**src/rtl/debit_pkg.sv**
```systemverilog
package debit_pkg;

  // Cap on a producer's in-flight count, from its share and the slot total.
  function automatic int unsigned debit_limit(input int unsigned share_v,
                                              input int unsigned slots,
                                              input int unsigned shift);
    int unsigned raw;
    raw = (share_v * slots) >> shift;
    if (share_v == 0) return 0;
    if (raw == 0) return 1;
    return raw;
  endfunction

endpackage

```
**src/rtl/dsched_task_queue.sv**
```systemverilog
module dsched_task_queue #(
  parameter int DEPTH  = 4,
  parameter int NCHIP  = 4,
  parameter int TAG_W  = 4,
  localparam int CHIP_W = (NCHIP > 1) ? $clog2(NCHIP) : 1,
  localparam int CNT_W  = $clog2(DEPTH + 1)
) (
  input  logic              clk,
  input  logic              rst_n,
  input  logic              push,
  input  logic [CHIP_W-1:0] push_chip,
  input  logic [TAG_W-1:0]  push_tag,
  input  logic [NCHIP-1:0]  chip_full,
  input  logic              pop,
  output logic              full,
  output logic              has_ready,
  output logic [CHIP_W-1:0] sel_chip,
  output logic [TAG_W-1:0]  sel_tag
);
  localparam int SEL_W = (DEPTH > 1) ? $clog2(DEPTH) : 1;

  logic [CHIP_W-1:0] chip_q [DEPTH];
  logic [TAG_W-1:0]  tag_q  [DEPTH];
  logic [CNT_W-1:0]  cnt_q;
  logic [DEPTH-1:0]  ready;
  logic [SEL_W-1:0]  sel;
  logic              accept;
  logic [CNT_W-1:0]  wr_pos;

  assign full   = (cnt_q == CNT_W'(DEPTH));
  assign accept = push && !full;
  assign wr_pos = pop ? cnt_q - CNT_W'(1) : cnt_q;

  always_comb begin
    for (int i = 0; i < DEPTH; i++)
      ready[i] = (CNT_W'(i) < cnt_q) && !chip_full[chip_q[i]];
  end

  always_comb begin
    sel = '0;
    has_ready = 1'b0;
    for (int i = 0; i < DEPTH; i++) begin
      if (!has_ready && ready[i]) begin
        has_ready = 1'b1;
        sel = SEL_W'(i);
      end
    end
  end

  assign sel_chip = chip_q[sel];
  assign sel_tag  = tag_q[sel];

  always_ff @(posedge clk) begin
    if (!rst_n) begin
      cnt_q <= '0;
      for (int i = 0; i < DEPTH; i++) begin
        chip_q[i] <= '0;
        tag_q[i]  <= '0;
      end
    end else begin
      if (pop) begin
        for (int i = 0; i < DEPTH - 1; i++) begin
          if (SEL_W'(i) >= sel) begin
            chip_q[i] <= chip_q[i+1];
            tag_q[i]  <= tag_q[i+1];
          end
        end
      end
      if (accept) begin
        chip_q[wr_pos] <= push_chip;
        tag_q[wr_pos]  <= push_tag;
      end
      cnt_q <= cnt_q + CNT_W'(accept) - CNT_W'(pop);
    end
  end

  // A dropped push while full never grows the occupancy.
  assert_full_drop_R10: assert property (@(posedge clk) disable iff (!rst_n)
    (push && full) |=> (cnt_q <= $past(cnt_q)));

  // The arbiter only pops a slice that offered a ready request.
  assert_pop_ready_R6: assert property (@(posedge clk) disable iff (!rst_n)
    pop |-> has_ready);

endmodule

```
**src/rtl/dsched_debit.sv**
```systemverilog
module dsched_debit #(
  parameter int SHARE_W = 8,
  parameter int SLOTS   = 16,
  parameter int SHIFT   = 8,
  parameter int DEBIT_W = 5
) (
  input  logic               clk,
  input  logic               rst_n,
  input  logic [SHARE_W-1:0] share,
  input  logic               grant,
  input  logic               cpl_hit,
  output logic [DEBIT_W-1:0] debit,
  output logic               eligible,
  output logic               err
);
  logic [DEBIT_W-1:0] limit;
  logic               dec;

  assign limit    = DEBIT_W'(debit_pkg::debit_limit(int'(share), SLOTS, SHIFT));
  assign eligible = (debit < limit);
  assign dec      = cpl_hit && (debit != '0);
  assign err      = cpl_hit && (debit == '0);

  always_ff @(posedge clk) begin
    if (!rst_n) begin
      debit <= '0;
    end else begin
      case ({grant, dec})
        2'b10:   debit <= debit + DEBIT_W'(1);
        2'b01:   debit <= debit - DEBIT_W'(1);
        default: debit <= debit;
      endcase
    end
  end

  assert_inc_R2: assert property (@(posedge clk) disable iff (!rst_n)
    (grant && !cpl_hit) |=> (debit == $past(debit) + DEBIT_W'(1)));

  assert_dec_R3: assert property (@(posedge clk) disable iff (!rst_n)
    (cpl_hit && !grant && $past(rst_n) && debit != '0) |=> (debit == $past(debit) - DEBIT_W'(1)));

  assert_cap_R5: assert property (@(posedge clk) disable iff (!rst_n)
    grant |-> (debit < limit));

  assert_hold_R8: assert property (@(posedge clk) disable iff (!rst_n)
    (grant && cpl_hit && debit != '0) |=> $stable(debit));

  assert_err_zero_R9: assert property (@(posedge clk) disable iff (!rst_n)
    (err && !grant) |=> (debit == '0));

endmodule

```
**src/rtl/dsched_rr_arb.sv**
```systemverilog
module dsched_rr_arb #(
  parameter int N  = 3,
  parameter int IW = 2
) (
  input  logic          clk,
  input  logic          rst_n,
  input  logic [N-1:0]  req,
  output logic [N-1:0]  grant,
  output logic [IW-1:0] gidx,
  output logic          any
);
  logic [IW-1:0] last_q;
  int            idx;

  always_comb begin
    grant = '0;
    gidx  = last_q;
    any   = 1'b0;
    idx   = 0;
    for (int k = 1; k <= N; k++) begin
      idx = int'(last_q) + k;
      if (idx >= N) idx = idx - N;
      if (!any && req[idx]) begin
        any        = 1'b1;
        grant[idx] = 1'b1;
        gidx       = IW'(idx);
      end
    end
  end

  always_ff @(posedge clk) begin
    if (!rst_n) last_q <= IW'(N - 1);
    else if (any) last_q <= gidx;
  end

  assert_onehot_R7: assert property (@(posedge clk) disable iff (!rst_n)
    $onehot0(grant));

  assert_work_R7: assert property (@(posedge clk) disable iff (!rst_n)
    (req != '0) |-> any);

endmodule

```
**src/rtl/debit_sched.sv**
```systemverilog
module debit_sched #(
  parameter int NTASK       = 3,
  parameter int NCHIP       = 4,
  parameter int CHIP_QDEPTH = 4,
  parameter int QDEPTH      = 4,
  parameter int SHARE_W     = 8,
  parameter int SHIFT       = 8,
  parameter int TAG_W       = 4,
  localparam int CHIP_W  = (NCHIP > 1) ? $clog2(NCHIP) : 1,
  localparam int TASK_W  = (NTASK > 1) ? $clog2(NTASK) : 1,
  localparam int SLOTS   = NCHIP * CHIP_QDEPTH,
  localparam int DEBIT_W = $clog2(SLOTS + 1)
) (
  input  logic                       clk,
  input  logic                       rst_n,
  input  logic [NTASK-1:0]           req_push,
  input  logic [NTASK*CHIP_W-1:0]    req_chip,
  input  logic [NTASK*TAG_W-1:0]     req_tag,
  output logic [NTASK-1:0]           req_full,
  input  logic [NTASK*SHARE_W-1:0]   share,
  input  logic [NCHIP-1:0]           chip_full,
  output logic                       iss_valid,
  output logic [TASK_W-1:0]          iss_task,
  output logic [CHIP_W-1:0]          iss_chip,
  output logic [TAG_W-1:0]           iss_tag,
  input  logic                       cpl_valid,
  input  logic [TASK_W-1:0]          cpl_task,
  output logic                       cpl_err,
  output logic [NTASK*DEBIT_W-1:0]   debit
);
  logic [NTASK-1:0]  has_ready;
  logic [NTASK-1:0]  eligible;
  logic [NTASK-1:0]  arb_req;
  logic [NTASK-1:0]  grant;
  logic [NTASK-1:0]  err_vec;
  logic [CHIP_W-1:0] sel_chip [NTASK];
  logic [TAG_W-1:0]  sel_tag  [NTASK];
  logic [TASK_W-1:0] gidx;
  logic              any;

  for (genvar t = 0; t < NTASK; t++) begin : g_task
    logic cpl_hit;
    assign cpl_hit = cpl_valid && (cpl_task == TASK_W'(t));

    dsched_task_queue #(.DEPTH(QDEPTH), .NCHIP(NCHIP), .TAG_W(TAG_W)) u_queue (
      .clk       (clk),
      .rst_n     (rst_n),
      .push      (req_push[t]),
      .push_chip (req_chip[t*CHIP_W +: CHIP_W]),
      .push_tag  (req_tag[t*TAG_W +: TAG_W]),
      .chip_full (chip_full),
      .pop       (grant[t]),
      .full      (req_full[t]),
      .has_ready (has_ready[t]),
      .sel_chip  (sel_chip[t]),
      .sel_tag   (sel_tag[t])
    );

    dsched_debit #(.SHARE_W(SHARE_W), .SLOTS(SLOTS), .SHIFT(SHIFT), .DEBIT_W(DEBIT_W)) u_debit (
      .clk      (clk),
      .rst_n    (rst_n),
      .share    (share[t*SHARE_W +: SHARE_W]),
      .grant    (grant[t]),
      .cpl_hit  (cpl_hit),
      .debit    (debit[t*DEBIT_W +: DEBIT_W]),
      .eligible (eligible[t]),
      .err      (err_vec[t])
    );
  end

  assign arb_req = has_ready & eligible;

  dsched_rr_arb #(.N(NTASK), .IW(TASK_W)) u_arb (
    .clk   (clk),
    .rst_n (rst_n),
    .req   (arb_req),
    .grant (grant),
    .gidx  (gidx),
    .any   (any)
  );

  assign iss_valid = any;
  assign iss_task  = gidx;
  assign iss_chip  = sel_chip[gidx];
  assign iss_tag   = sel_tag[gidx];
  assign cpl_err   = |err_vec;

  assert_no_full_chip_R6: assert property (@(posedge clk) disable iff (!rst_n)
    iss_valid |-> !chip_full[iss_chip]);

  assert_one_err_R9: assert property (@(posedge clk) disable iff (!rst_n)
    $onehot0(err_vec));

endmodule

```
**config.mk**
```make
export PLATFORM = sky130hd
export DESIGN_NAME = debit_sched
export DESIGN_NICKNAME = d
export VERILOG_FILES = /design/src/rtl/debit_pkg.sv /design/src/rtl/dsched_task_queue.sv /design/src/rtl/dsched_debit.sv /design/src/rtl/dsched_rr_arb.sv /design/src/rtl/debit_sched.sv
export SDC_FILE = /design/constraint.sdc
export NUM_CORES = 1
export LEC_CHECK = 0
export BUFFER_PORTS_ARGS = -buffer_cell sky130_fd_sc_hd__buf_2
export CAP_MARGIN = 10
export CORE_MARGIN = 8
export CORE_UTILIZATION = 60
export CTS_CLUSTER_SIZE = 28
export DETAILED_ROUTE_END_ITERATION = 8
export GPL_ROUTABILITY_DRIVEN = 0
export PLACE_DENSITY = 0.84
export SYNTH_ARGS = -nofsm -noshare
export SYNTH_HDL_FRONTEND = slang
export SYNTH_SLANG_ARGS = --single-unit
```
**constraint.sdc**
```tcl
create_clock -name clk -period 6.3 [get_ports clk]
set_input_delay 1.26 -clock clk [delete_from_list [all_inputs] [get_ports clk]]
set_output_delay 1.26 -clock clk [all_outputs]
set_load 0.03 [all_outputs]
```
# [Yosys cells after proc, flatten, opt, wreduce, memory -nomap -nowiden]
# Memory sizes are Yosys's and may differ from the RTL's.
# Cells that the tools add are included.
[totals] register_bits=26 ramBits=72 inputBits=54 memories=6
[classes] addsub=21 order_cmp=46 eq_ne=11 mux=184 bitwise=22 reduce_logical=87
[memory_table] memory="g_task[0].u_queue.tag_q" depth=4 width=4 read_ports=4 rd_clocked_by_memory_dff=0 wr=4 line="dsched_task_queue.sv:23" rtl="logic [TAG_W-1:0] tag_q [DEPTH];"
[memory_table] memory="g_task[1].u_queue.tag_q" depth=4 width=4 read_ports=4 rd_clocked_by_memory_dff=0 wr=4 line="dsched_task_queue.sv:23"
[memory_table] memory="g_task[2].u_queue.tag_q" depth=4 width=4 read_ports=4 rd_clocked_by_memory_dff=0 wr=4 line="dsched_task_queue.sv:23"
[memory_table] memory="g_task[0].u_queue.chip_q" depth=4 width=2 read_ports=5 rd_clocked_by_memory_dff=0 wr=4 line="dsched_task_queue.sv:22" rtl="logic [CHIP_W-1:0] chip_q [DEPTH];"
[memory_table] memory="g_task[1].u_queue.chip_q" depth=4 width=2 read_ports=5 rd_clocked_by_memory_dff=0 wr=4 line="dsched_task_queue.sv:22"
[memory_table] memory="g_task[2].u_queue.chip_q" depth=4 width=2 read_ports=5 rd_clocked_by_memory_dff=0 wr=4 line="dsched_task_queue.sv:22"
[op_table] cell="$mux 1" count=103
[op_table] cell="$ge 32x1->1 const B" count=3
[op_table] cell="$ge 32x3->1 const B" count=3
[op_table] cell="$logic_not 32->1" count=3
[op_table] cell="$lt 32x4->1 const B" count=3
[op_table] cell="$mux 32" count=3
[op_table] cell="$sub 32x3->32 const B" count=3
[op_table] cell="$mux 4" count=17
[op_table] cell="$mux 2" count=32
[op_table] cell="$logic_and 1x1->1" count=38
[op_table] cell="$lt 2x3->1 const B" count=12
[op_table] cell="$bmux 1 s2" count=15
[op_table] cell="$pmux 5 s2" count=3
[op_table] cell="$logic_not 1->1" count=26
[op_table] cell="$logic_not 8->1" count=3
[op_table] cell="$lt 1x3->1 const A" count=6
[op_table] cell="$lt 2x3->1 const A" count=6
[op_table] cell="$or 1x1->1" count=18
[op_table] cell="$add 5x1->5 const B" count=3
[op_table] cell="$logic_not 5->1" count=3
[op_table] cell="$lt 5x5->1" count=3
[op_table] cell="$mux 5" count=3
[op_table] cell="$reduce_bool 5->1" count=3
[op_table] cell="$sub 5x1->5 const B" count=3
[op_table] cell="23 further kinds" count=56

# [Logic depth before layout (Yosys ltp)]
# Gate-level depths: netlist (run 1).
# An unclocked memory read counts as a cell.
[logic_depth] depth_word=30 ltp_mapped=19 ltp_nobuf=17

# [Hierarchy]
# A second synthesis (run 1) with hierarchy kept.
[hier_totals] hier_cells=699 area_unflattened_um2=7161.9
[by_module_without_submodules] mod="dsched_task_queue (g_task[1].u_queue ...)" instances=2 cells_each=148 area_per_inst_um2=1662.8 seq_area_each_um2=780.7
[by_module_without_submodules] mod="dsched_task_queue (g_task[0].u_queue)" instances=1 cells_each=139 area_per_inst_um2=1642.8 seq_area_each_um2=780.7
[by_module_without_submodules] mod="dsched_debit (g_task[1].u_debit ...)" instances=2 cells_each=64 area_per_inst_um2=511.7 seq_area_each_um2=100.1
[by_module_without_submodules] mod="dsched_debit (g_task[0].u_debit)" instances=1 cells_each=63 area_per_inst_um2=531.8 seq_area_each_um2=100.1
[by_module_without_submodules] mod="dsched_rr_arb" instances=1 cells_each=52 area_per_inst_um2=454.2 seq_area_each_um2=40.0
[by_module_without_submodules] mod="debit_sched" instances=1 cells_each=21 area_per_inst_um2=183.9 seq_area_each_um2=0.0

# [Worst setup path after synthesis (run 1)]
# Ideal clock, no wire load.
[synth_timing] path_kind="input -> output" startpoint="input port share[6]" endpoint="output port iss_tag[1]" arrival_time_ps=4503 path_slack_ps=537 cell_stages=13 n_path_buf=2 path_cell_list="inv_1 ha_1 a21o_1 a211o_1 or3_1 clkbuf_1 o31a_1 a31o_4 nand2b_1 a21boi_1 buf_2 mux2i_1 o21ai_0"
[synth_between] elab_chain_cells=21 word_cells_on_any_way=32 cone_classes="1 x order compare; 23 x mux; 2 x bitwise; 6 x reduce/logical"
[synth_rtl] element="from (decl)" line="debit_sched.sv:20" rtl="input logic [NTASK*SHARE_W-1:0] share,"
[synth_rtl] element="$logic_not 32->1" line="debit_pkg.sv:10" rtl="if (raw == 0) return 1;"
[synth_rtl] element="$mux 1 (2 in series)" line="debit_pkg.sv:10"
[synth_rtl] element="$mux 4" line="debit_pkg.sv:11" rtl="return raw;"
[synth_rtl] element="$mux 5 (*)" line="debit_pkg.sv:10"
[synth_rtl] element="$lt 5x5->1 (*)" line="dsched_debit.sv:20" rtl="assign eligible = (debit < limit);"
[synth_rtl] element="$and 3x3->3 (*)" line="debit_sched.sv:71" rtl="assign arb_req = has_ready & eligible;"
[synth_rtl] element="$bmux 1 s2" line="dsched_rr_arb.sv:23" rtl="if (!any && req[idx]) begin"
[synth_rtl] element="$mux 1 (implied by the code) (2 in series)" line="dsched_rr_arb.sv:23"
[synth_rtl] element="[2 not listed]"
[synth_rtl] element="$logic_and 1x1->1" line="dsched_rr_arb.sv:23"
[synth_rtl] element="$mux 1" line="dsched_rr_arb.sv:23"
[synth_rtl] element="$logic_not 1->1" line="dsched_rr_arb.sv:23"
[synth_rtl] element="$logic_and 1x1->1" line="dsched_rr_arb.sv:23"
[synth_rtl] element="$mux 2 (*)" line="dsched_rr_arb.sv:23"
[synth_rtl] element="$not 2->3 (implied by the code) (*)" line="debit_sched.sv:85" rtl="assign iss_tag = sel_tag[gidx];"
[synth_rtl] element="$bmux 4 s2 (*)" line="debit_sched.sv:85"
[synth_rtl] element="$mux 4 (implied by the code) (*) (2 in series)" line="debit_sched.sv:85"
[synth_rtl] element="to (decl)" line="debit_sched.sv:25" rtl="output logic [TAG_W-1:0] iss_tag,"
# Mark *: on every way between the ends. The rest lies on a longest branch, timed or not. The select of a mux whose other input is x is not followed.

# [Final worst setup path (run 1)]
[layout_timing] startpoint="input port chip_full[2]" endpoint="output port iss_tag[0]"
[layout_between] elab_chain_cells=29 word_cells_on_any_way=113 cone_classes="62 x mux; 2 x bitwise; 46 x reduce/logical; 3 x memory"
[layout_rtl] element="from (decl)" line="debit_sched.sv:21" rtl="input logic [NCHIP-1:0] chip_full,"
[layout_rtl] element="$bmux 1 s2" line="dsched_task_queue.sv:36" rtl="ready[i] = (CNT_W'(i) < cnt_q) && !chip_full[chip_q[i]];"
[layout_rtl] element="$mux 1 (implied by the code)" line="dsched_task_queue.sv:36"
[layout_rtl] element="$logic_not 1->1" line="dsched_task_queue.sv:36"
[layout_rtl] element="$logic_and 1x1->1" line="dsched_task_queue.sv:36"
[layout_rtl] element="$mux 1" line="dsched_task_queue.sv:43" rtl="if (!has_ready && ready[i]) begin"
[layout_rtl] element="$logic_not 1->1" line="dsched_task_queue.sv:43"
[layout_rtl] element="$logic_and 1x1->1" line="dsched_task_queue.sv:43"
[layout_rtl] element="$mux 1" line="dsched_task_queue.sv:43"
[layout_rtl] element="[12 not listed]"
[layout_rtl] element="$logic_and 1x1->1" line="dsched_rr_arb.sv:23"
[layout_rtl] element="$mux 1" line="dsched_rr_arb.sv:23"
[layout_rtl] element="$logic_not 1->1" line="dsched_rr_arb.sv:23"
[layout_rtl] element="$logic_and 1x1->1" line="dsched_rr_arb.sv:23"
[layout_rtl] element="$mux 2" line="dsched_rr_arb.sv:23"
[layout_rtl] element="$not 2->3 (implied by the code)" line="debit_sched.sv:85"
[layout_rtl] element="$bmux 4 s2 (*)" line="debit_sched.sv:85"
[layout_rtl] element="$mux 4 (implied by the code) (*) (2 in series)" line="debit_sched.sv:85"
# Marks and branches as above.

==> run summary, run 1 <==
status - finished, final reports clean
Seq cells post-synth - 98
Peak VDD IR - 0.973 mV
worst-path cell chain - buf_2 > mux4_2 > o32ai_1 > a21oi_1 > o41a_1 > nand2_1 > o21ai_0 > a21boi_1 > buf_4 > mux2i_1 > o21ai_0 > buf_2
# resized after CTS - 0
clock sink count - 98
arrival time at the worst endpoint - 4.55 ns
initial antenna violation count - 1
syn avg cell area - 9.54 um^2
Worst Path Buf+Inv - 3
synth-to-layout area growth - 12.1%
Post-CTS Hold Fix Bufs - 0
Root Driver - clkbuf_16
HP Start - g_task[0].u_debit.debit[4]
Syn Inst Count - 757
Max clock buf depth - 2
io pins - 82
CTS tree - built
Slowest Stage Delay on Critical Path - 0.52 ns
non-filler cells, final - 980
clock-pin slew on the worst setup and hold paths - 0.07 ns
port bufs - 81
GRT Util Overall - 24.0%
CP top delay family - compound AO/OA/AOI/OAI gates
Die X - 126 um
R2R Path End - g_task[0].u_queue.tag_q[0][1]
Mapped Area - 7220 um^2
EDFF count, synth - 72
DIE HEIGHT - 126 um
drt pass-1 iters - 5
HPWL after detailed placement - 14.0 mm
DRT iter0 DRCs - 596
Distinct cells, synth - 75
first-pass GRT wire length - 30.8 mm
Post-Place Cells - 962
Seq/Total Area, Yosys - 37.2%
layout cells sized above 1 - 16.8%
crit start category - input port
Least-Margin Pin Slew - 0.974 ns
die area - 15800 um^2
setup_tns - 0 ns
number of clock buffers inserted by TritonCTS - 9
nets@finish - 929
Worst Setup End Kind - output port
# setup viols final - 0
grt total ovfl - 0
Crit Path Max Fanout - 14
CP required - 5.04 ns
post-route cell area - 8100 um^2
ANT nets after route - 0
R2R Setup Slk - 1.38 ns
hold_ws - 0.567 ns
Cell Rows - 40
r2r startpoint - g_task[0].u_queue.chip_q[2][0]
worst hold path type - reg2reg
asr flop ratio synth - 0%
Post CTS Setup Buffer Count - 0
Hold Vio Cnt, Final - 0
Remaining DRCs - 0
Final Slew Violations - 0
critical path's slowest cell - mux4_2
Layout Skew - 0.00480 ns
Synth Flop Type - edfxtp_1
Worst-Skew Late Latency - 0.36 ns
final wirelength - 18.7 mm
vias in the first global route - 6260
drt wl/cell - 19.0 um
largest net degree at the start of global routing - 30
placed instance area - 7730 um^2
vias post-DR - 6256
setup slack at placement - 0.682 ns
Worst slew margin - 34.9%
final period utilization - 92.3%
total leakage power - 0.00355 uW
core area - 11900 um^2
FF-to-FF path depth - 15
hold depth - 2
max-cap check violation count - 0
Worst Hold End - g_task[0].u_debit.debit[4]
setup slack after layout - 0.488 ns
PwrDens - 623 nW/um^2
H-tree depth - 3
category of the most critical setup path - in2out
Yosys Warn Count - 0
Peak Freq - 172 MHz
Vias/cell - 6.38
RSZ-0062 raised after global routing - false
syn nets - 859
post-layout minimum cycle time - 5.81 ns
Starting Density - 60.9%
==> metal layers <==
metal	global-route usage, %	vias up	part of all wire (%)
met3	4.77	46	9.2
met2	40.2	343	49
met1	29.5	2965	40
li1	-	2902	-
met5	0	-	0
met4	10.1	0	2.7
==> cells by family (layout without fill, tap and decap cells) <==
logic type / Yosys count / count (layout) / share of synthesized area, %
AND/OR/NAND/NOR: 260 / 260 / 18.2
AO/OA/AOI/OAI: 156 / 156 / 15.5
buffers and inverters: 109 / 184 / 6.20
flip-flops: 98 / 98 / 37.2
multiplexers: 71 / 71 / 12.1
adder cells (fa/ha/maj): 48 / 48 / 8.94
XOR/XNOR: 15 / 15 / 1.82
other: 0 / 1 / 0
==> where the power goes <==
part	total [uW]	switching [uW]	internal [uW]
Combinational	3170	2030	1140
Sequential	1230	193	1030
Clock	655	262	392
Total	5050	2490	2560
==> worst max-delay path by stage <==
stage                      start                            end  slack [ns]  cells past startpoint
finish              chip_full[2]                     iss_tag[0]        0.49                     12
floorplan               share[6]                     iss_tag[1]        0.54                     13
global placement        share[6]  g_task[0].u_queue.tag_q[0][1]        0.79                     18
detailed placement  chip_full[3]  g_task[0].u_queue.tag_q[0][0]        0.68                     16
global route        chip_full[3]                    iss_chip[1]        0.39                     12
CTS                 chip_full[3]                    iss_chip[0]        0.60                     12
==> worst min-delay path, cell delays in order (launching register included) <==
cell      delay (ns)
dfxtp_1         0.36
o21ai_0         0.09
a21boi_0        0.08
==> placed cells by master (no fill, tap or decap), types with 19 or more instances in the layout <==
cell type and instances:
mux2i_1 55, a21oi_1 20, nand2_1 101, inv_1 73, o21ai_0 48, buf_2 81
dfxtp_1 26, nand3_1 19, and2_1 29, edfxtp_1 72, ha_1 42, nor2_1 29
o31ai_1 21
==> per-stage QoR <==
step                      utilization (%)  power [uW]
after CTS                            68.1        4990
after detailed placement             65.2        4300
final                                68.3        5050
after global placement               65.2        4150
after global routing                 68.3        5370
after floorplan                         -        3490
==> synth_stat cells (3+ instances only) <==
cell type	number	area, um^2
a211oi_1	10	75.1
nand3b_1	4	30.0
or4_1	6	45.0
and3_1	7	43.8
nor3b_1	3	22.5
o32ai_1	3	26.3
nor3_1	9	45.0
fa_1	6	120
o221ai_1	3	26.3
or3_1	6	37.5
clkbuf_1	25	93.8
mux2_2	3	33.8
nand3_1	19	95.1
mux2i_1	55	551
a21oi_1	20	100
a2111oi_0	3	26.3
inv_1	73	274
o21ai_0	48	240
mux4_2	10	225
a21o_1	7	52.6
ha_1	42	526
buf_6	3	33.8
buf_4	3	22.5
a22o_1	7	61.3
o31ai_1	21	158
nor2b_1	9	56.3
nand2_1	101	379
o211a_1	3	30.0
dfxtp_1	26	521
edfxtp_1	72	2160
nand4_1	12	75.1
nand2b_1	4	25.0
xor2_1	9	78.8
a21boi_0	4	30.0
nor4_1	6	37.5
nor2_1	29	109
and2_1	29	181
or3b_2	4	35.0
xnor2_1	6	52.6
==> flip-flops by register name, indices dropped and copies added (netlist names) <==
register               cells
g_task.u_queue.tag_q      48
g_task.u_queue.chip_q     24
g_task.u_queue.cnt_q       9
g_task.u_debit.debit      15
u_arb.last_q               2
==> area by class of cell <==
class	count	area [um^2]
diodes	1	2.50
clock buffers	9	225
clock inverters	7	124
fillers	874	3760
inverters	73	274
multi-input cells	550	4090
flip-flops and latches	98	2680
well taps	147	184
repair buffers	95	514
Note: power is estimated with default switching activity, not from simulation.
==> run 2, diff against run 1 <==
- CELL_PAD_IN_SITES_DETAIL_PLACEMENT: default -> 0
- CELL_PAD_IN_SITES_GLOBAL_PLACEMENT: default -> 1
- CORE_UTILIZATION: 60 -> 46
- PLACE_DENSITY: 0.84 -> 0.83
- SKIP_LAST_GASP: default -> 1
==> run summary, run 2 (same netlist as run 1, synthesis figures left out) <==
status - finished, final reports clean
final wirelength - 18.8 mm (+0.62%)
Root Driver - clkbuf_16
vias in the first global route - 5886 (-6.0%)
category of the most critical setup path - in2out
Vias/cell - 5.74 (-10%)
setup_tns - 0 ns (unchanged)
Gate power share - 63.0% (+0.3 points)
Crit Path Max Fanout - 14 (unchanged)
final period utilization - 90.0% (-2.3 points)
Least-Margin Pin Slew - 1.20 ns (+0.224 ns)
# setup viols final - 0 (unchanged)
Max clock buf depth - 2 (unchanged)
GRT Util Overall - 19.2% (-4.8 points)
setup slack after layout - 0.631 ns (+0.143 ns)
drt pass-1 iters - 5 (unchanged)
Largest Register - g_task.u_queue.tag_q
critical path's slowest cell - or3_1
clock-pin slew on the worst setup and hold paths - 0.07 ns (about the same)
layout cells sized above 1 - 16.6% (-0.22 points)
arrival time at the worst endpoint - 4.41 ns (-0.14 ns)
first-pass GRT wire length - 30.5 mm (-0.74%)
CTS tree - built
CP required - 5.04 ns (about the same)
Peak VDD IR - 0.750 mV (-23%)
Cell Int Power - 2510 uW (-2.0%)
Worst Setup End Kind - output port
Hold Vio Cnt, Final - 0 (unchanged)
clock sink count - 98 (unchanged)
crit start category - input port
setup slack at placement - 0.614 ns (-0.0680 ns)
total power - 4950 uW (-1.8%)
Slowest Stage Delay on Critical Path - 0.47 ns (-0.05 ns)
synth-to-layout area growth - 12.7%
Post-CTS Hold Fix Bufs - 0 (unchanged)
largest net degree at the start of global routing - 30 (unchanged)
most frequent cells in the layout - 101 x nand2_1, 81 x buf_2, 73 x inv_1, 72 x edfxtp_1, 55 x mux2i_1
nets@finish - 928 (-0.11%)
total leakage power - 0.00353 uW (-0.70%)
Largest register FFs - 48 (unchanged)
worst hold path type - reg2reg
Seq pwr share - 24.8% (+0.5 points)
initial antenna violation count - 0 (-1)
biggest regs - g_task.u_queue.tag_q: 48 flops, g_task.u_queue.chip_q: 24 flops, g_task.u_debit.debit: 15 flops
RSZ-0062 raised after global routing - false
grt total ovfl - 0 (unchanged)
post-layout minimum cycle time - 5.67 ns (-0.143 ns)
die area - 20000 um^2 (+26%)
max-cap check violation count - 0 (unchanged)
Die X - 141 um (+12%)
number of clock buffers inserted by TritonCTS - 9 (unchanged)
Layout Skew - 0.00916 ns (+0.00436 ns)
hold_ws - 0.543 ns (-0.0237 ns)
DRT iter0 DRCs - 453 (-24%)
Peak Freq - 176 MHz (+2.5%)
most common cell after layout, fill and taps aside - nand2_1
drt wl/cell - 17.9 um (-5.8%)
Cell Rows - 46 (+15%)
Inserted Diodes - 0 (-1)
core area - 15600 um^2 (+31%)
Remaining DRCs - 0 (unchanged)
net switching power - 2450 uW (-1.6%)
Worst-Skew Late Latency - 0.36 ns (about the same)
ANT nets after route - 0 (unchanged)
Worst Path Buf+Inv - 4 (+1)
io pins - 82 (unchanged)
H-tree depth - 3 (unchanged)
Clock Power Share - 12.2% (-0.8 points)
PwrDens - 609 nW/um^2 (-2.4%)
worst-path cell chain - buf_2 > inv_1 > ha_1 > a21o_1 > a211o_1 > or3_1 > o41a_1 > nand2_1 > o21ai_0 > a21boi_1 > buf_4 > mux2i_1 > o21ai_0 > buf_2
Final Slew Violations - 0 (unchanged)
CP top delay family - compound AO/OA/AOI/OAI gates
DIE HEIGHT - 141 um (+12%)
port bufs - 81 (unchanged)
vias post-DR - 6015 (-3.9%)
Net Sw Frac - 49.4% (+0.11 points)
# resized after CTS - 0 (unchanged)
Post CTS Setup Buffer Count - 0 (unchanged)
final core occ - 52.2% (-16 points)
Starting Density - 46.3% (-15 points)
Worst slew margin - 19.9% (-15 points)
HPWL after detailed placement - 14.6 mm (+4.0%)
==> run 2: cell count changes in the layout (fill, tap and decap cells not counted), sizes merged <==
cell and change:
diode -1, bufinv -1, buf -1, inv -1, clkinvlp +1, clkbuf +1
==> run 2: per-layer routing <==
metal | track usage (%) | vias to the layer above | wire [um]
met1 | 24.7 | 2887 | 8250
li1 | - | 2897 | -
met2 | 31.7 | 209 | 8960
met3 | 3.56 | 22 | 1210
met4 | 6.73 | 0 | 354
met5 | 0 | - | 0
==> run 2: area by class of cell <==
type | instances | area [um^2]
Timing Repair Buffer | 94 | 503
Fill cell | 1414 | 7460
Tap cell | 216 | 270
Clock inverter | 6 | 90.1
Clock buffer | 10 | 229
Sequential cell | 98 | 2680
Inverter | 73 | 274
Multi-Input combinational cell | 550 | 4090
==> run 2: worst paths after layout <==
| path | slack [ns] | cells after the start | startpoint | end |
|---|---|---|---|---|
| worst max-delay path | 0.63 | 14 | share[6] | iss_tag[0] |
| worst min-delay path | 0.54 | 2 | g_task[0].u_debit.debit[4] | g_task[0].u_debit.debit[4] |
| worst max register to register | 1.52 | 15 | g_task[1].u_queue.chip_q[2][0] | g_task[0].u_queue.tag_q[0][1] |
| worst min register to register | 0.54 | 2 | g_task[0].u_debit.debit[4] | g_task[0].u_debit.debit[4] |
==> run 2: through the flow <==
step | cell area, um^2 | cells
2_1_floorplan | 7220 | 757
3_3_place_gp | 7820 | 1031
3_5_place_dp | 7820 | 1031
4_1_cts | 8140 | 1047
5_1_grt | 8140 | 1047
6_report | 8140 | 1047
==> run 2: power by group through the flow <==
stage	clock network [uW]	logic [uW]	registers, uW
2_1_floorplan	0	2300	1190
3_3_place_gp	0	3000	1230
3_5_place_dp	0	3090	1240
4_1_cts	609	3100	1230
5_1_grt	633	3430	1260
6_report	605	3120	1230
==> run 2: worst register-to-register path: cells and delay by family, from the launching register on <==
family                     cells  cell delay (ns)
and+or+nand+nor                3             0.49
buffers and inverters          4             0.47
adders and majority gates      1             0.47
muxes                          2             0.72
AOI/OAI and AO/OA              5             1.81
DFF                            1             0.46
==> run 3, diff against run 2 <==
- ABC_AREA: default -> 1
- CORE_UTILIZATION: 46 -> 44
==> run summary, run 3 <==
Worst slew margin - 45.6% (+26 points)
Hold Vio Cnt, Final - 0 (unchanged)
drt wl/cell - 15.1 um (-16%)
final wirelength - 21.2 mm (+13%)
worst hold path type - reg2reg
EDFF count, synth - 72 (unchanged)
Max clock buf depth - 2 (unchanged)
Die X - 150 um (+6.3%)
nets@finish - 1273 (+37%)
Cell Rows - 49 (+6.5%)
Starting Density - 44.4% (-1.9 points)
category of the most critical setup path - in2out
HPWL after detailed placement - 16.5 mm (+13%)
Seq/Total Area, Yosys - 33.9% (-3.3 points)
most frequent cells in the layout - 285 x nand2_1, 169 x inv_1, 133 x nor2_1, 81 x buf_2
CTS tree - built
Distinct cells, synth - 41 (-45%)
r2r startpoint - g_task[0].u_queue.cnt_q[1]
initial antenna violation count - 0 (unchanged)
Vias/cell - 5.11 (-11%)
RSZ-0062 raised after global routing - false
DRT iter0 DRCs - 661 (+46%)
max-cap check violation count - 0 (unchanged)
Worst Path Buf+Inv - 3 (-1)
fillers - 1826 (+29%)
Least-Margin Pin Slew - 0.812 ns (-0.386 ns)
worst-path cell chain - buf_2 > inv_1 > ha_1 > a21oi_1 > o211ai_1 > a21oi_2 > nand3_2 > nand2_2 > nand2_4 > nand2_4 > nor2_1 > nand3b_1 > nand2_1 > nand2_1 > nand2_1 > nand2_1 > buf_2
Largest register FFs - 48 (unchanged)
Yosys Warn Count - 0 (unchanged)
layout cells sized above 1 - 15.9% (-0.71 points)
Final Slew Violations - 0 (unchanged)
HP Start - g_task[0].u_debit.debit[0]
post-layout minimum cycle time - 4.93 ns (-0.741 ns)
R2R Setup Slk - 2.29 ns (+0.77 ns)
drt pass-1 iters - 5 (unchanged)
io pins - 82 (unchanged)
Post-CTS Hold Fix Bufs - 0 (unchanged)
GRT Util Overall - 19.0% (-0.17 points)
Largest Register - g_task.u_queue.tag_q
Worst Hold End - g_task[0].u_debit.debit[0]
port bufs - 81 (unchanged)
die area - 22600 um^2 (+13%)
core area - 17800 um^2 (+14%)
Root Driver - clkbuf_16
Peak Freq - 203 MHz (+15%)
Worst Setup End Kind - output port
status - finished, final reports clean
syn nets - 1203 (+40%)
vias in the first global route - 6737 (+14%)
FF-to-FF path depth - 17 (+2)
count leader, synth - nand2_1
Most common cell on crit path - nand2_1
Seq cells post-synth - 98 (unchanged)
DIE HEIGHT - 150 um (+6.3%)
Worst-Skew Late Latency - 0.36 ns (about the same)
Inserted Diodes - 0 (unchanged)
syn avg cell area - 7.20 um^2 (-25%)
top-area cell type share of the netlist area - 27.3% (-2.7 points)
Syn Inst Count - 1101 (+45%)
Mapped Area - 7920 um^2 (+9.7%)
H-tree depth - 3 (unchanged)
most common cell after layout, fill and taps aside - nand2_1
hold depth - 1 (-1)
Layout Skew - 0.0120 ns (+0.00279 ns)
Remaining DRCs - 0 (unchanged)
first-pass GRT wire length - 34.2 mm (+12%)
Slowest Stage Delay on Critical Path - 0.47 ns (about the same)
biggest regs - g_task.u_queue.tag_q: 48 flops, g_task.u_queue.chip_q: 24 flops, g_task.u_debit.debit: 15 flops
R2R Path End - g_task[0].u_queue.tag_q[1][2]
final period utilization - 78.2% (-12 points)
main area contributors after synthesis - edfxtp_1 27%, nand2_1 14%, inv_1 8.0%
grt total ovfl - 0 (unchanged)
CP top delay family - simple AND/OR/NAND/NOR gates
Post CTS Setup Buffer Count - 0 (unchanged)
setup_tns - 0 ns (unchanged)
critical path's slowest cell - nand3b_1
asr flop ratio synth - 0% (unchanged)
# resized after CTS - 0 (unchanged)
ANT nets after route - 0 (unchanged)
synth-to-layout area growth - 10.5%
clock-pin slew on the worst setup and hold paths - 0.07 ns (about the same)
number of clock buffers inserted by TritonCTS - 9 (unchanged)
clock sink count - 98 (unchanged)
crit start category - input port
Post-synth top cells - 285 x nand2_1, 169 x inv_1, 133 x nor2_1, 72 x edfxtp_1, 72 x nand3_1
vias post-DR - 7183 (+19%)
CP required - 5.04 ns (about the same)
arrival time at the worst endpoint - 3.67 ns (-0.74 ns)
Crit Path Max Fanout - 12 (-2)
# setup viols final - 0 (unchanged)
largest net degree at the start of global routing - 31 (+3.3%)
Synth Flop Type - edfxtp_1
area leader, netlist - edfxtp_1
-- run 3: changes by cell type after synthesis, moves of 17 or more --
cell,delta
mux2i_1,-55
nand3_2,+17
and2_1,-29
nor2_2,+18
o31ai_1,-21
inv_1,+96
nor2_1,+104
a21oi_1,+18
o21ai_0,+18
nand4_1,+29
nand3_1,+53
nand2_1,+184
-- run 3: stage by stage --
stage               hold WS [ns]  worst slack (ns)  instance area (um^2)  instances  utilization [%]
detailed placement         0.481              1.38                  8460       1389             47.4
global placement           0.469              1.40                  8460       1389             47.4
finish                     0.496              1.37                  8760       1405             49.1
global route               0.521              1.08                  8760       1405             49.1
CTS                        0.504              1.36                  8760       1405             49.1
floorplan                  0.597              1.66                  7920       1101                -
-- run 3: how the worst max path moves through the flow --
stage	cells after the start	start	slack, ns	to
final	17	share[22]	1.37	iss_chip[0]
after CTS	17	share[22]	1.36	iss_chip[1]
after floorplan	16	share[22]	1.66	iss_chip[0]
after detailed placement	17	share[22]	1.38	iss_chip[1]
after global placement	17	share[22]	1.40	iss_chip[1]
after global routing	19	share[6]	1.08	iss_chip[1]
-- run 3: cell families (layout without fill, tap and decap cells) --
| kind of cell | Yosys count | after routing | synth area share, % |
|---|---|---|---|
| AOI/OAI and AO/OA | 125 | 125 | 8.62 |
| xor gates and xnor gates | 9 | 9 | 0.995 |
| adders and majority gates | 48 | 48 | 8.15 |
| buffers and inverters | 211 | 286 | 11.2 |
| DFF | 98 | 98 | 33.9 |
| and+or+nand+nor | 610 | 610 | 37.2 |
-- run 3: cell type report --
cell class	count	area, um^2	share of cell area, %
timing repair buffer	86	443	5.06
tap	229	287	3.27
multi-input combinational	792	4360	49.7
inverter	184	696	7.95
sequential	98	2680	30.6
clock buffer	10	229	2.62
clock inverter	6	63.8	0.729
-- run 3: per-layer routing --
layer	vias to the layer above	global-route usage [%]	part of all wire (%)
li1	3704	-	-
met1	3248	24.4	45
met2	203	31.1	47
met3	28	3.91	6.1
met4	0	6.80	2.1
met5	-	0	0
Power of run 3 is left out: the tool's default activity adds up to more than one toggle a clock period on the data nets, which glitch-free logic cannot reach.
